`src/rtl/ctmr_pkg.sv`:
```
package ctmr_pkg;
    localparam int ADDR_W = 4;
    localparam logic [ADDR_W-1:0] ADR_PRE_HI = 4'h0;
    localparam logic [ADDR_W-1:0] ADR_PRE_LO = 4'h1;
    localparam logic [ADDR_W-1:0] ADR_VAL_HI = 4'h2;
    localparam logic [ADDR_W-1:0] ADR_VAL_LO = 4'h3;
    localparam logic [ADDR_W-1:0] ADR_STAT   = 4'h4;
    localparam logic [ADDR_W-1:0] ADR_MASK   = 4'h5;
    localparam logic [ADDR_W-1:0] ADR_START  = 4'hE;
    localparam logic [ADDR_W-1:0] ADR_STOP   = 4'hF;
    localparam int RDY_BIT = 3;
endpackage

```
`src/rtl/ctmr_regs.sv`:
```
module ctmr_regs
    import ctmr_pkg::*;
#(
    parameter int BYTE_W = 8
) (
    input  logic                  clk,
    input  logic                  rst_n,
    input  logic                  wr_en,
    input  logic [ADDR_W-1:0]     addr,
    input  logic [BYTE_W-1:0]     wdata,
    output logic [2*BYTE_W-1:0]   preset,
    output logic [BYTE_W-1:0]     mask
);
    typedef struct packed {
        logic [BYTE_W-1:0] hi;
        logic [BYTE_W-1:0] lo;
        logic [BYTE_W-1:0] msk;
    } regs_t;

    regs_t r_d, r_q;

    always_comb begin
        r_d = r_q;
        if (wr_en) begin
            case (addr)
                ADR_PRE_HI: r_d.hi  = wdata;
                ADR_PRE_LO: r_d.lo  = wdata;
                ADR_MASK:   r_d.msk = wdata;
                default:    ;
            endcase
        end
    end

    always_ff @(posedge clk or negedge rst_n) begin
        if (!rst_n) r_q <= '0;
        else        r_q <= r_d;
    end

    assign preset = {r_q.hi, r_q.lo};
    assign mask   = r_q.msk;
endmodule

```
`src/rtl/ctmr_core.sv`:
```
module ctmr_core #(
    parameter int CNT_W = 16
) (
    input  logic             clk,
    input  logic             rst_n,
    input  logic             start,
    input  logic             stop,
    input  logic             tick,
    input  logic             tmo,
    input  logic             restart,
    input  logic [CNT_W-1:0] preset,
    output logic [CNT_W-1:0] count,
    output logic [CNT_W-1:0] latch,
    output logic             ready
);
    localparam logic [CNT_W-1:0] ONE = CNT_W'(1);

    typedef struct packed {
        logic [CNT_W-1:0] cnt;
        logic [CNT_W-1:0] lat;
        logic             run;
        logic             rdy;
    } core_t;

    core_t c_d, c_q;
    logic  expire;

    always_comb begin
        c_d    = c_q;
        expire = tick && c_q.run && (c_q.cnt <= ONE);
        if (tmo) begin
            if (restart) begin
                c_d.cnt = preset;
                c_d.run = 1'b1;
                c_d.rdy = 1'b0;
            end else if (expire) begin
                c_d.cnt = '0;
                c_d.run = 1'b0;
                c_d.rdy = 1'b1;
            end else if (tick && c_q.run) begin
                c_d.cnt = c_q.cnt - ONE;
            end
        end else begin
            if (stop) begin
                c_d.run = 1'b0;
                c_d.rdy = 1'b0;
                c_d.lat = c_q.cnt;
            end else if (start) begin
                c_d.cnt = preset;
                c_d.run = 1'b1;
            end else if (expire) begin
                c_d.cnt = preset;
                c_d.rdy = 1'b1;
            end else if (tick && c_q.run) begin
                c_d.cnt = c_q.cnt - ONE;
            end
        end
    end

    always_ff @(posedge clk or negedge rst_n) begin
        if (!rst_n) c_q <= '0;
        else        c_q <= c_d;
    end

    assign count = c_q.cnt;
    assign latch = c_q.lat;
    assign ready = c_q.rdy;
endmodule

```
`src/rtl/ctmr_irq.sv`:
```
module ctmr_irq
    import ctmr_pkg::*;
#(
    parameter int BYTE_W = 8
) (
    input  logic              clk,
    input  logic              rst_n,
    input  logic [BYTE_W-1:0] status_in,
    input  logic              ready,
    input  logic [BYTE_W-1:0] mask,
    output logic [BYTE_W-1:0] status,
    output logic              irq_n
);
    typedef struct packed {
        logic irq_n;
    } irq_t;

    irq_t i_d, i_q;
    logic [BYTE_W-1:0] st;

    always_comb begin
        st          = status_in;
        st[RDY_BIT] = ready;
        i_d.irq_n   = ~|(st & mask);
    end

    always_ff @(posedge clk or negedge rst_n) begin
        if (!rst_n) i_q <= '{irq_n: 1'b1};
        else        i_q <= i_d;
    end

    assign status = st;
    assign irq_n  = i_q.irq_n;
endmodule

```
`src/rtl/ctmr_top.sv`:
```
module ctmr_top
    import ctmr_pkg::*;
#(
    parameter int BYTE_W = 8
) (
    input  logic              clk,
    input  logic              rst_n,
    input  logic [3:0]        bus_addr,
    input  logic              bus_wr,
    input  logic              bus_rd,
    input  logic [7:0]        bus_wdata,
    output logic [7:0]        bus_rdata,
    input  logic              tick_en,
    input  logic              tmo_mode,
    input  logic              tmo_restart,
    input  logic [7:0]        status_in,
    output logic              irq_n
);
    localparam int CNT_W = 2 * BYTE_W;

    logic [CNT_W-1:0]  preset_w;
    logic [BYTE_W-1:0] mask_w;
    logic [CNT_W-1:0]  count_w;
    logic [CNT_W-1:0]  latch_w;
    logic              ready_w;
    logic [BYTE_W-1:0] status_w;
    logic              start_cmd;
    logic              stop_cmd;

    assign start_cmd = bus_rd && (bus_addr == ADR_START);
    assign stop_cmd  = bus_rd && (bus_addr == ADR_STOP);

    ctmr_regs #(.BYTE_W(BYTE_W)) u_regs (
        .clk    (clk),
        .rst_n  (rst_n),
        .wr_en  (bus_wr),
        .addr   (bus_addr),
        .wdata  (bus_wdata),
        .preset (preset_w),
        .mask   (mask_w)
    );

    ctmr_core #(.CNT_W(CNT_W)) u_core (
        .clk     (clk),
        .rst_n   (rst_n),
        .start   (start_cmd),
        .stop    (stop_cmd),
        .tick    (tick_en),
        .tmo     (tmo_mode),
        .restart (tmo_restart),
        .preset  (preset_w),
        .count   (count_w),
        .latch   (latch_w),
        .ready   (ready_w)
    );

    ctmr_irq #(.BYTE_W(BYTE_W)) u_irq (
        .clk       (clk),
        .rst_n     (rst_n),
        .status_in (status_in),
        .ready     (ready_w),
        .mask      (mask_w),
        .status    (status_w),
        .irq_n     (irq_n)
    );

    typedef struct packed {
        logic [BYTE_W-1:0] rdata;
    } rd_t;

    rd_t rd_d, rd_q;

    always_comb begin
        rd_d = rd_q;
        if (bus_rd) begin
            case (bus_addr)
                ADR_PRE_HI: rd_d.rdata = preset_w[CNT_W-1:BYTE_W];
                ADR_PRE_LO: rd_d.rdata = preset_w[BYTE_W-1:0];
                ADR_VAL_HI: rd_d.rdata = latch_w[CNT_W-1:BYTE_W];
                ADR_VAL_LO: rd_d.rdata = latch_w[BYTE_W-1:0];
                ADR_STAT:   rd_d.rdata = status_w;
                ADR_MASK:   rd_d.rdata = mask_w;
                default:    rd_d.rdata = '0;
            endcase
        end
    end

    always_ff @(posedge clk or negedge rst_n) begin
        if (!rst_n) rd_q <= '0;
        else        rd_q <= rd_d;
    end

    assign bus_rdata = rd_q.rdata;
endmodule

```
`config.mk`:
```
export PLATFORM = sky130hd
export DESIGN_NAME = ctmr_top
export DESIGN_NICKNAME = d
export VERILOG_FILES = /design/src/rtl/ctmr_pkg.sv /design/src/rtl/ctmr_regs.sv /design/src/rtl/ctmr_core.sv /design/src/rtl/ctmr_irq.sv /design/src/rtl/ctmr_top.sv
export SDC_FILE = /design/constraint.sdc
export NUM_CORES = 1
export LEC_CHECK = 0
export BUFFER_PORTS_ARGS = -buffer_cell sky130_fd_sc_hd__buf_2
export CAP_MARGIN = 20
export CELL_PAD_IN_SITES_DETAIL_PLACEMENT = 1
export CELL_PAD_IN_SITES_GLOBAL_PLACEMENT = 2
export CORE_MARGIN = 2
export CORE_UTILIZATION = 35
export DETAILED_ROUTE_END_ITERATION = 10
export MAX_ROUTING_LAYER = met4
export PLACE_DENSITY = 0.75
export SYNTH_ARGS = -nofsm -noshare
export SYNTH_HDL_FRONTEND = slang
export SYNTH_SLANG_ARGS = --single-unit
```
`constraint.sdc`:
```
create_clock -name clk -period 5.04 [get_ports clk]
set_clock_uncertainty 0.05 [all_clocks]
set_input_delay 0.504 -clock clk [delete_from_list [all_inputs] [get_ports clk]]
set_output_delay 0.504 -clock clk [all_outputs]
set_load 0.01 [all_outputs]
```
==> impl_results.md, run 1 <==
* Critical path peak fanout at 7
* Netlist Area Pre-Place at around 0.0038 mm²
* Final critical-path share of the clock period at 49.4%
* Final Hold Fails at 0
* Avg WL per Cell at ~22 µm
* DIE AREA at around 0.012 mm²
* Initial antenna violation count at 0
* Clock Tree Root: clkbuf_8
* Worst ir drop on vdd at between 150 and 200 µV
* Worst-path cell chain: nor4_2 > nand3_1 > nor2_1 > o31ai_1 > a22oi_1 > o21ai_0
* Crit-path max cell delay at around 670 ps
* Max clock buf depth at 2
* Post-DP HPWL at 9.13 mm
* Worst Max-Slew Pin Slew at around 1000 ps
* Net count, final at 447
* # resized after CTS at 0
* Layout cell share with drive strength beyond 1 at 22.2%
* RSZ-0062 raised after global routing: no
* Clock Pin Slew Worst Setup and Hold Paths at 90 ps
* Yosys reg bits at 67
* Area growth syn-to-layout at 13.0%
* Power Total at 1.71 mW
* Num CTS Buffers at 9
* Io pins at 36
* Latest clock arrival within the worst-skew pair at 360 ps
* Initial Util at about 36%
* Worst Setup End Kind: flip-flop
* Core Region at approximately 0.010 mm²
* Outcome: finished, final reports clean
* Multi-input logic area at 0.00198 mm²
* Top_reg_cell synth: dfrtp_1
* CP bufs+invs at 0
* Pwr dens at 400 mW/mm²
* Pin count of the biggest net entering global routing at 68
* Async set-reset flop share out of synthesis at 100%
* Final Max Tran Viols at 0
* Global-route usage over all layers at a little under a quarter
* Post-Syn Nets at about 420
* Post-Syn Area per Cell at 9.73 µm²
* Vias in the first global route at 3277
* Pleak at 1.85 nW
* Vias at 3239
* Cells after synthesis at 388
* Synth top area share at 43.7%
* Slew headroom at between 30% and 40%
* CTS tree: done
* Routed WL at 12.5 mm
* Hold_buf cts at 0
* Maximum clock rate at 402 MHz
* DRC viols at 0
* Max cap viols at 0
* Synth top area cells: dfrtp_1 (44%), mux2_2 (7.8%), nand2_1 (6.1%)
* Min-delay worst type: input port to asynchronous set/reset pin
* Setup repair bufs after CTS at 0
* Vias per Instance at 5.79
* CTS Sinks at 67
* Synth Warn # at 0
* First-pass GRT wire length at 19.5 mm
* Final TNS setup at 0 ps
* Grt total ovfl at 0
* Final Setup Violations at 0
* DRT iter0 DRCs at ~160
* Critical Path Start Type: flip-flop
* CP required at between 5000 and 6000 ps
* Pre-antenna DRT Iters at 5
* Tmin final at 2490 ps
* Port buffer count at 34
* Largest delay share family, worst path: simple AND/OR/NAND/NOR gates
* H-tree depth at 3
* Post-synth top area cell: dfrtp_1
* # diodes at 0
* Fillcell total at roughly 1200
* Unique masters post-synth at 59
* Post-route ant nets at 0
* Post-synth EDFFs at 0
* Register Area at 0.00168 mm²
* FP Rows at 37
* Die X at 108 µm
* Register area share after synthesis at between 40 and 50%
* GPL Wtd Cong at 0.811
* Chip Height at approximately 110 µm
* Slowest cell on crit path: nor2_1
* Setup CP Type: flip-flop to flip-flop
* Arr. time, crit path at ~2700 ps
## cell usage after synthesis (5+ instances only)
library cell	n
xnor2_1	5
inv_1	13
mux2i_1	7
a21oi_1	20
nor2_1	20
a22o_1	7
nor4_1	6
mux2_2	26
clkbuf_1	6
dfrtp_1	66
nand2_1	61
nand3_1	8
a22oi_1	12
buf_2	7
nor2b_1	6
a221oi_1	5
nor3_1	7
o21ai_0	21
o22ai_1	12
## cell type report
type                    instances  area share, %
repair buffers                 35           4.17
clock buffers                   9           2.90
multi-input cells             292           46.5
inverters                      13           1.14
well taps                     136           3.99
clock inverters                 7           1.94
flip-flops and latches         67           39.3
## per-layer routing
metal / routed length [µm] / track usage (%) / part of all wire [%] / up-vias
li1: - / - / - / 1509
met2: 5930 / 35.7 / 47 / 59
met1: 5960 / 33.3 / 48 / 1660
met3: 516 / 3.45 / 4.1 / 11
met5: 0 / - / 0 / -
met4: 99 / 5.22 / 0.79 / 0
## cell families (layout without fill, tap and decap cells)
family,count (synthesis),after routing,synth area share (%)
XOR/XNOR,8,8,1.86
flip-flops,67,67,44.4
adder cells (fa/ha/maj),2,2,0.663
buffers and inverters,29,64,3.31
multiplexers,33,33,9.61
AO/OA/AOI/OAI,114,114,21.7
AND/OR/NAND/NOR,135,135,18.4
## cells in the final DEF, fill, tap and decap left out, types with 5 or more instances in the layout
cell / Yosys / routed
buf_2: 7 / 34
o22ai_1: 12 / 12
mux2_2: 26 / 26
nand3_1: 8 / 8
mux2i_1: 7 / 7
xnor2_1: 5 / 5
nor2b_1: 6 / 6
inv_1: 13 / 13
o21ai_0: 21 / 21
dfrtp_1: 66 / 66
nor4_1: 6 / 6
clkbuf_8: 0 / 9
nor3_1: 7 / 6
nor2_1: 20 / 20
a221oi_1: 5 / 5
a22o_1: 7 / 7
a21oi_1: 20 / 20
nand2_1: 61 / 61
a22oi_1: 12 / 12
## where the power goes
| part | total, mW | switching, mW | internal (mW) | leakage [nW] |
|---|---|---|---|---|
| Clock | 0.491 | 0.253 | 0.237 | 0.0988 |
| Sequential | 0.817 | 0.161 | 0.656 | 0.861 |
| Combinational | 0.401 | 0.220 | 0.181 | 0.895 |
| Total | 1.71 | 0.635 | 1.07 | 1.85 |
## flip-flops by register name, summed over array words and instances (netlist names)
| signal | flops |
|---|---|
| u_irq.irq_n | 1 |
| u_core.latch | 16 |
| u_core.ready | 1 |
| u_regs.mask | 8 |
| u_regs.preset | 16 |
| u_core.count | 16 |
| bus_rdata | 8 |
| u_core.c_q | 1 |
## worst paths after layout
check                      slack (ps)                           end  depth (start not counted)                          from
min in group clk                  340    u_regs.mask[1]$_DFFE_PN0P_                          2                  bus_wdata[1]
max in group asynchronous        4040   u_core.latch[1]$_DFFE_PN0P_                          2                         rst_n
setup reg to reg                 2550   u_core.count[1]$_DFFE_PN0N_                          6  u_core.count[10]$_DFFE_PN0N_
hold / removal                    270  u_core.count[12]$_DFFE_PN0N_                          2                         rst_n
hold reg to reg                   430   u_core.latch[5]$_DFFE_PN0P_                          2   u_core.latch[5]$_DFFE_PN0P_
setup / recovery                 2550   u_core.count[1]$_DFFE_PN0N_                          6  u_core.count[10]$_DFFE_PN0N_
## metrics by stage
stage	utilization (%)	hold WS [ps]	cell area (µm²)	cells	setup slack, ps
floorplan	-	158	3780	388	3110
global placement	39.0	409	4060	543	2380
detailed placement	39.0	413	4060	543	2340
CTS	40.9	338	4270	559	2510
global route	40.9	345	4270	559	2340
finish	40.9	274	4270	559	2550
(Power assumes the default switching activity.)
==> run 2: changes to the inputs <==
--- a/config.mk
+++ b/config.mk
@@ -10,10 +10,10 @@
 export CELL_PAD_IN_SITES_DETAIL_PLACEMENT = 1
 export CELL_PAD_IN_SITES_GLOBAL_PLACEMENT = 2
 export CORE_MARGIN = 2
-export CORE_UTILIZATION = 35
+export CORE_UTILIZATION = 34
 export DETAILED_ROUTE_END_ITERATION = 10
 export MAX_ROUTING_LAYER = met4
-export PLACE_DENSITY = 0.75
+export PLACE_DENSITY = 0.76
 export SYNTH_ARGS = -nofsm -noshare
 export SYNTH_HDL_FRONTEND = slang
 export SYNTH_SLANG_ARGS = --single-unit
==> constraint.sdc (replaced) <==
create_clock -name clk -period 2.1 [get_ports clk]
set_clock_uncertainty 0.05 [all_clocks]
set_input_delay 0.21 -clock clk [delete_from_list [all_inputs] [get_ports clk]]
set_output_delay 0.21 -clock clk [all_outputs]
set_load 0.01 [all_outputs]
==> run 2 against run 1 <==
Via count is 5.8% higher. Clock power is 100% higher. Largest power group unchanged. Wire length is 2.1% higher. Design area is 9.1% higher. Sequential share of layout area is 3.3 points lower. Final cell count is 8.2% higher. Total power is 150% higher. Non-clock buffer count is 42 higher. Worst hold slack worse by 220 ps. Sequential cell count stayed put. Setup slack worse by 2500 ps. First-iteration DRC count is 49% higher.
==> impl_results.md, run 2 (synthesis results as in run 1) <==
* Worst R2R Start: u_core.count[0]$_DFFE_PN0N_
* Net count, final at 489 (+9.4%)
* CTS tree: done
* Final Max Tran Viols at 0 (unchanged)
* Worst setup path end: u_core.count[7]$_DFFE_PN0N_
* Final Hold Fails at 0 (unchanged)
* DRT iter0 DRCs at 244 (+49%)
* CP required at 2300 ps (-2930 ps)
* Vias per Instance at 5.66 (-2.3%)
* Vias in the first global route at 3523 (+7.5%)
* Comb pwr share at 31.6% (+8.1 points)
* CP Launch Point: u_core.count[0]$_DFFE_PN0N_
* Post-DP HPWL at 9.73 mm (+6.5%)
* Commonest non-fill, non-tap cells in the layout: dfrtp_1 (66), nand2_1 (60), buf_4 (40)
* Port buffer count at 34 (unchanged)
* Clock Pin Slew Worst Setup and Hold Paths at 80 ps (about the same)
* RSZ-0062 raised after global routing: yes
* Die X at 109 µm (+1.4%)
* HP Start: bus_wdata[1]
* DRC viols at 0 (unchanged)
* R2r endpoint: u_core.count[7]$_DFFE_PN0N_
* First-pass GRT wire length at 19.9 mm (+2.0%)
* Area growth syn-to-layout at 23.3%
* FP Rows at 38 (+2.7%)
* Worst Max-Slew Pin Slew at 595 ps (-424 ps)
* Io pins at 36 (unchanged)
* CTS Sinks at 67 (unchanged)
* Worst ir drop on vdd at 338 µV (+120%)
* Net Switching at 1.56 mW (+150%)
* Critical path peak fanout at 6 (-1)
* Final Non-Filler Cells at 605 (+8.2%)
* # diodes at 0 (unchanged)
* Vias at 3426 (+5.8%)
* DIE AREA at 0.0120 mm² (+2.8%)
* Chip Height at 109 µm (+1.4%)
* P_int at 2.66 mW (+150%)
* Worst Reg-to-Reg Cells at 6 (unchanged)
* GPL Wtd Cong at 0.894 (+10%)
* Final Setup Violations at 0 (unchanged)
* Most common cell after layout, fill and taps aside: dfrtp_1
* Pleak at 2.07 nW (+11%)
* Tmin final at 2020 ps (-467 ps)
* Avg WL per Cell at 21.1 µm (-5.7%)
* Latest clock arrival within the worst-skew pair at 360 ps (about the same)
* Power Total at 4.22 mW (+150%)
* Sw Ratio at 37.0% (-0.14 points)
* Global-route usage over all layers at 23.4% (-0.061 points)
* Setup CP Type: flip-flop to flip-flop
* Final critical-path share of the clock period at 96.3% (+47 points)
* Routed WL at 12.8 mm (+2.1%)
* Max clock buf depth at 2 (unchanged)
* Seq pwr share at 44.6% (-3.2 points)
* Initial antenna violation count at 0 (unchanged)
* Clock Tree Root: clkbuf_8
* Min-delay worst type: input port to flip-flop
* Worst Setup End Kind: flip-flop
* Pre-antenna DRT Iters at 4 (-1)
* Maximum clock rate at 495 MHz (+23%)
* Core Region at 0.0108 mm² (+4.1%)
* Arr. time, crit path at 2220 ps (-450 ps)
* Pwr dens at 908 mW/mm² (+130%)
* H-tree depth at 3 (unchanged)
* Placed Cells at 587 (+8.1%)
* Max cap viols at 0 (unchanged)
* Pin count of the biggest net entering global routing at 27 (-60%)
* Num CTS Buffers at 9 (unchanged)
* Layout cell share with drive strength beyond 1 at 31.4% (+9.2 points)
* Fillcell total at 1279 (+5.9%)
* Outcome: finished, final reports clean
* Post-route ant nets at 0 (unchanged)
* Slew headroom at 60.3% (+28 points)
* Worst R2R Setup Slack at 80 ps (-2470 ps)
* Initial Util at 34.8% (-1.4 points)
* Grt total ovfl at 0 (unchanged)
* Clock Power Share at 23.8% (-4.9 points)
* Critical Path Start Type: flip-flop
==> run 2: cell type report <==
cell class              instances  area [µm²]  area share (%)
clock buffers                  10         138            2.96
clock inverters                 6        40.0           0.860
inverters                      13        48.8            1.05
multi-input cells             292        2050            44.1
flip-flops and latches         67        1680            36.0
well taps                     140         175            3.76
repair buffers                 77         520            11.2
==> run 2: metrics by stage <==
stage          worst slack [ps]  setup TNS (ps)  hold WS (ps)  utilization, %  instance area (µm²)
4_1_cts                    10.3               0          49.4            42.2                 4570
3_3_place_gp               71.0               0           192            40.4                 4380
6_report                   78.1               0          54.2            42.9                 4650
3_5_place_dp               40.6               0           203            40.4                 4380
2_1_floorplan               171               0          -136               -                 3780
5_1_grt                   -41.5            -207          57.4            42.9                 4650
==> run 2: power groups by stage <==
stage | clock network [mW] | registers, mW | logic (mW)
finish | 1.00 | 1.88 | 1.34
global route | 1.09 | 1.92 | 1.47
CTS | 1.03 | 1.87 | 1.25
detailed placement | 0 | 1.90 | 1.24
global placement | 0 | 1.88 | 1.20
floorplan | 0 | 1.82 | 0.713
==> run 2: timing repair <==
item                                    in CTS  in global routing
pin swaps                                    0                  3
hold buffers                                 1                  0
endpoints found under the hold margin       20                  0
resized for setup                            1                 15
buffers inserted                             0                  1
endpoints found under the setup margin       1                 17
==> run 2: how the worst min path moves through the flow <==
| stage | endpoint | slack [ps] | depth (start not counted) |
|---|---|---|---|
| after global routing | u_regs.preset[1]$_DFFE_PN0P_ | 60 | 2 |
| after CTS | u_regs.preset[14]$_DFFE_PN0P_ | 50 | 2 |
| final | u_regs.preset[1]$_DFFE_PN0P_ | 50 | 2 |
| after global placement | u_core.count[12]$_DFFE_PN0N_ | 190 | 1 |
| after floorplan | bus_rdata[0]$_DFFE_PN0P_ | -140 | 0 |
| after detailed placement | u_core.count[12]$_DFFE_PN0N_ | 200 | 1 |
==> run 2: metal layers <==
| layer | GRT usage [%] | vias to the layer above | wire, µm |
|---|---|---|---|
| met5 | - | - | 0 |
| met4 | 9.13 | 0 | 310 |
| met3 | 2.37 | 19 | 569 |
| met2 | 35.4 | 84 | 6030 |
| met1 | 32.4 | 1734 | 5860 |
| li1 | - | 1589 | - |
==> run 2: critical path, stage by stage, from the launching register on <==
cell and delay, ps:
dfrtp_1 400, inv_1 100, ha_4 190, o21a_1 280, a21oi_4 350, nor2_2 170
a221o_1 380
==> run 3: changes to the inputs <==
--- a/config.mk
+++ b/config.mk
@@ -10,10 +10,12 @@
 export CELL_PAD_IN_SITES_DETAIL_PLACEMENT = 1
 export CELL_PAD_IN_SITES_GLOBAL_PLACEMENT = 2
 export CORE_MARGIN = 2
-export CORE_UTILIZATION = 34
+export CORE_UTILIZATION = 35
 export DETAILED_ROUTE_END_ITERATION = 10
 export MAX_ROUTING_LAYER = met4
-export PLACE_DENSITY = 0.76
+export PLACE_DENSITY = 0.77
+export SLEW_MARGIN = 20
 export SYNTH_ARGS = -nofsm -noshare
 export SYNTH_HDL_FRONTEND = slang
+export SYNTH_HIERARCHICAL = 1
 export SYNTH_SLANG_ARGS = --single-unit
==> run 3 against run 2 <==
Sequential power grew 4%. Final cell count shrank 11%. Combinational power is essentially flat. Total power grew 4.6%. Die area shrank 2.5%. Sequential share of layout area grew 2.3 points. Core utilization shrank 0.94 points. Critical endpoint is now u_core/count[15]$_DFFE_PN0N_. Largest cell class unchanged. Largest power group unchanged.
==> impl_results.md, run 3 <==
* Setup CP Type: flip-flop to flip-flop
* Routed WL at 10.5 mm (-18%)
* Net Switching at 1.51 mW (-3.3%)
* Net count, final at 425 (-13%)
* Pleak at 2.05 nW (-0.74%)
* Max cap viols at 0 (unchanged)
* Clock Power Share at 24.7% (+0.9 points)
* Chip Height at 108 µm (-1.2%)
* Min-delay worst type: input port to flip-flop
* Pin count of the biggest net entering global routing at 25 (-7.4%)
* Global-route usage over all layers at 20.0% (-3.4 points)
* CTS Sinks at 67 (unchanged)
* Clock Pin Slew Worst Setup and Hold Paths at 80 ps (about the same)
* Maximum clock rate at 490 MHz (-0.94%)
* Final Hold Fails at 0 (unchanged)
* GPL Wtd Cong at 0.895 (+0.16%)
* Synth Warn # at 6 (+6)
* DIE AREA at 0.0117 mm² (-2.5%)
* Seq pwr share at 44.3% (-0.3 points)
* CP required at 2340 ps (+40 ps)
* Arr. time, crit path at 2280 ps (+60 ps)
* Port buffer count at 34 (unchanged)
* H-tree depth at 3 (unchanged)
* Netlist Area Pre-Place at 0.00379 mm² (+0.30%)
* Commonest non-fill, non-tap cells in the layout: dfrtp_1 (66), nand2_1 (50), buf_4 (35)
* Worst ir drop on vdd at 442 µV (+31%)
* Post-route ant nets at 0 (unchanged)
* Avg WL per Cell at 19.6 µm (-7.2%)
* DRT iter0 DRCs at 151 (-38%)
* Final Non-Filler Cells at 537 (-11%)
* Comb pwr share at 31.0% (-0.6 points)
* Sw Ratio at 34.2% (-2.8 points)
* Post-Route Utilization at 42.0% (-0.94 points)
* Num CTS Buffers at 9 (unchanged)
* Final critical-path share of the clock period at 97.2% (+0.91 points)
* FP Rows at 37 (-2.6%)
* Die X at 108 µm (-1.2%)
* Area growth syn-to-layout at 15.5%
* Layout cell share with drive strength beyond 1 at 34.7% (+3.3 points)
* RSZ-0062 raised after global routing: no
* Max clock buf depth at 2 (unchanged)
* Post-DP HPWL at 7.94 mm (-18%)
* Vias per Instance at 5.33 (-5.9%)
* Worst Setup End Kind: flip-flop
* Most common cell after layout, fill and taps aside: dfrtp_1
* Vias in the first global route at 2956 (-16%)
* Placed Cells at 517 (-12%)
* Post-Syn Nets at 384 (-7.9%)
* Critical path peak fanout at 7 (+1)
* Core Region at 0.0104 mm² (-3.9%)
* Io pins at 36 (unchanged)
* Initial Util at 36.4% (+1.5 points)
* Grt total ovfl at 0 (unchanged)
* First-pass GRT wire length at 16.8 mm (-16%)
* Post-Syn Area per Cell at 10.7 µm² (+9.6%)
* P_int at 2.91 mW (+9.2%)
* Pre-antenna DRT Iters at 4 (unchanged)
* Worst hold margin at 70.3 ps (+16.1 ps)
* Cells after synthesis at 355 (-8.5%)
* DRC viols at 0 (unchanged)
* Critical Path Start Type: flip-flop
* Pwr dens at 1010 mW/mm² (+11%)
* Power Total at 4.42 mW (+4.6%)
* Final Setup Violations at 0 (unchanged)
* Latest clock arrival within the worst-skew pair at 350 ps (about the same)
* Outcome: finished, final reports clean
* Initial antenna violation count at 0 (unchanged)
* # diodes at 0 (unchanged)
* Slew headroom at 61.3% (+1.0 points)
* Clock Tree Root: clkbuf_8
* Worst Max-Slew Pin Slew at 580 ps (-15.1 ps)
* Tmin final at 2040 ps (+19.1 ps)
* Final Max Tran Viols at 0 (unchanged)
* CTS tree: done
* Vias at 2860 (-17%)
-- run 3: what timing repair did --
| action | CTS | global route |
|---|---|---|
| pin swaps | 0 | 2 |
| gates resized for setup | 4 | 4 |
| hold endpoints to repair | 20 | 0 |
| cloned | 0 | 0 |
| setup endpoints to repair | 13 | 2 |
| setup buffers | 0 | 3 |
| hold buffers | 1 | 0 |
-- run 3: final cells by class --
type / instances / area [µm²]
fill: 1185 / 6040
multi-input combinational: 235 / 1810
sequential: 67 / 1680
timing repair buffer: 72 / 483
tap: 136 / 170
clock buffer: 11 / 141
clock inverter: 5 / 52.6
inverter: 11 / 41.3
-- run 3: routing by layer --
| layer | global-route usage [%] | vias up | wire length [µm] |
|---|---|---|---|
| met4 | 3.85 | 0 | 87 |
| met1 | 28.1 | 1440 | 5100 |
| met2 | 30.5 | 53 | 4960 |
| met3 | 3.80 | 7 | 370 |
| li1 | - | 1360 | - |
| met5 | - | - | 0 |
-- run 3: per-stage QoR --
step	instance area (µm²)	setup TNS [ps]	setup WS (ps)
after floorplan	3790	0	160
after global routing	4370	0	0.442
after CTS	4350	0	30.3
after global placement	4120	0	14.0
after detailed placement	4120	-366	-93.2
final	4370	0	59.0
-- run 3: critical path: stages, from the launching register on --
cell	delay [ps]
dfrtp_1	390
inv_2	60
ha_1	200
o2111a_2	320
a211o_4	380
or4_4	480
nand3_1	90
-- run 3: path summary, 6_finish.rpt --
kind | slack [ps] | cells after the start | start | endpoint
worst max register to register | 60 | 6 | u_core/count[0]$_DFFE_PN0N_ | u_core/count[15]$_DFFE_PN0N_
max in group asynchronous | 1050 | 3 | rst_n | u_irq/irq_n$_DFF_PN1_
worst max-delay path | 60 | 6 | u_core/count[0]$_DFFE_PN0N_ | u_core/count[15]$_DFFE_PN0N_
worst min-delay path | 70 | 2 | bus_wdata[7] | u_regs/preset[7]$_DFFE_PN0P_
worst min register to register | 420 | 2 | u_core/latch[2]$_DFFE_PN0P_ | u_core/latch[2]$_DFFE_PN0P_
min in group asynchronous | 340 | 2 | rst_n | u_core/count[13]$_DFFE_PN0N_
-- run 3: power groups by stage --
stage          clock, mW  combinational, mW  sequential [mW]
2_1_floorplan          0              0.942             1.88
3_5_place_dp           0               1.34             1.98
4_1_cts             1.11               1.37             1.95
5_1_grt             1.18               1.50             2.00
6_report            1.09               1.37             1.95
3_3_place_gp           0               1.30             1.95
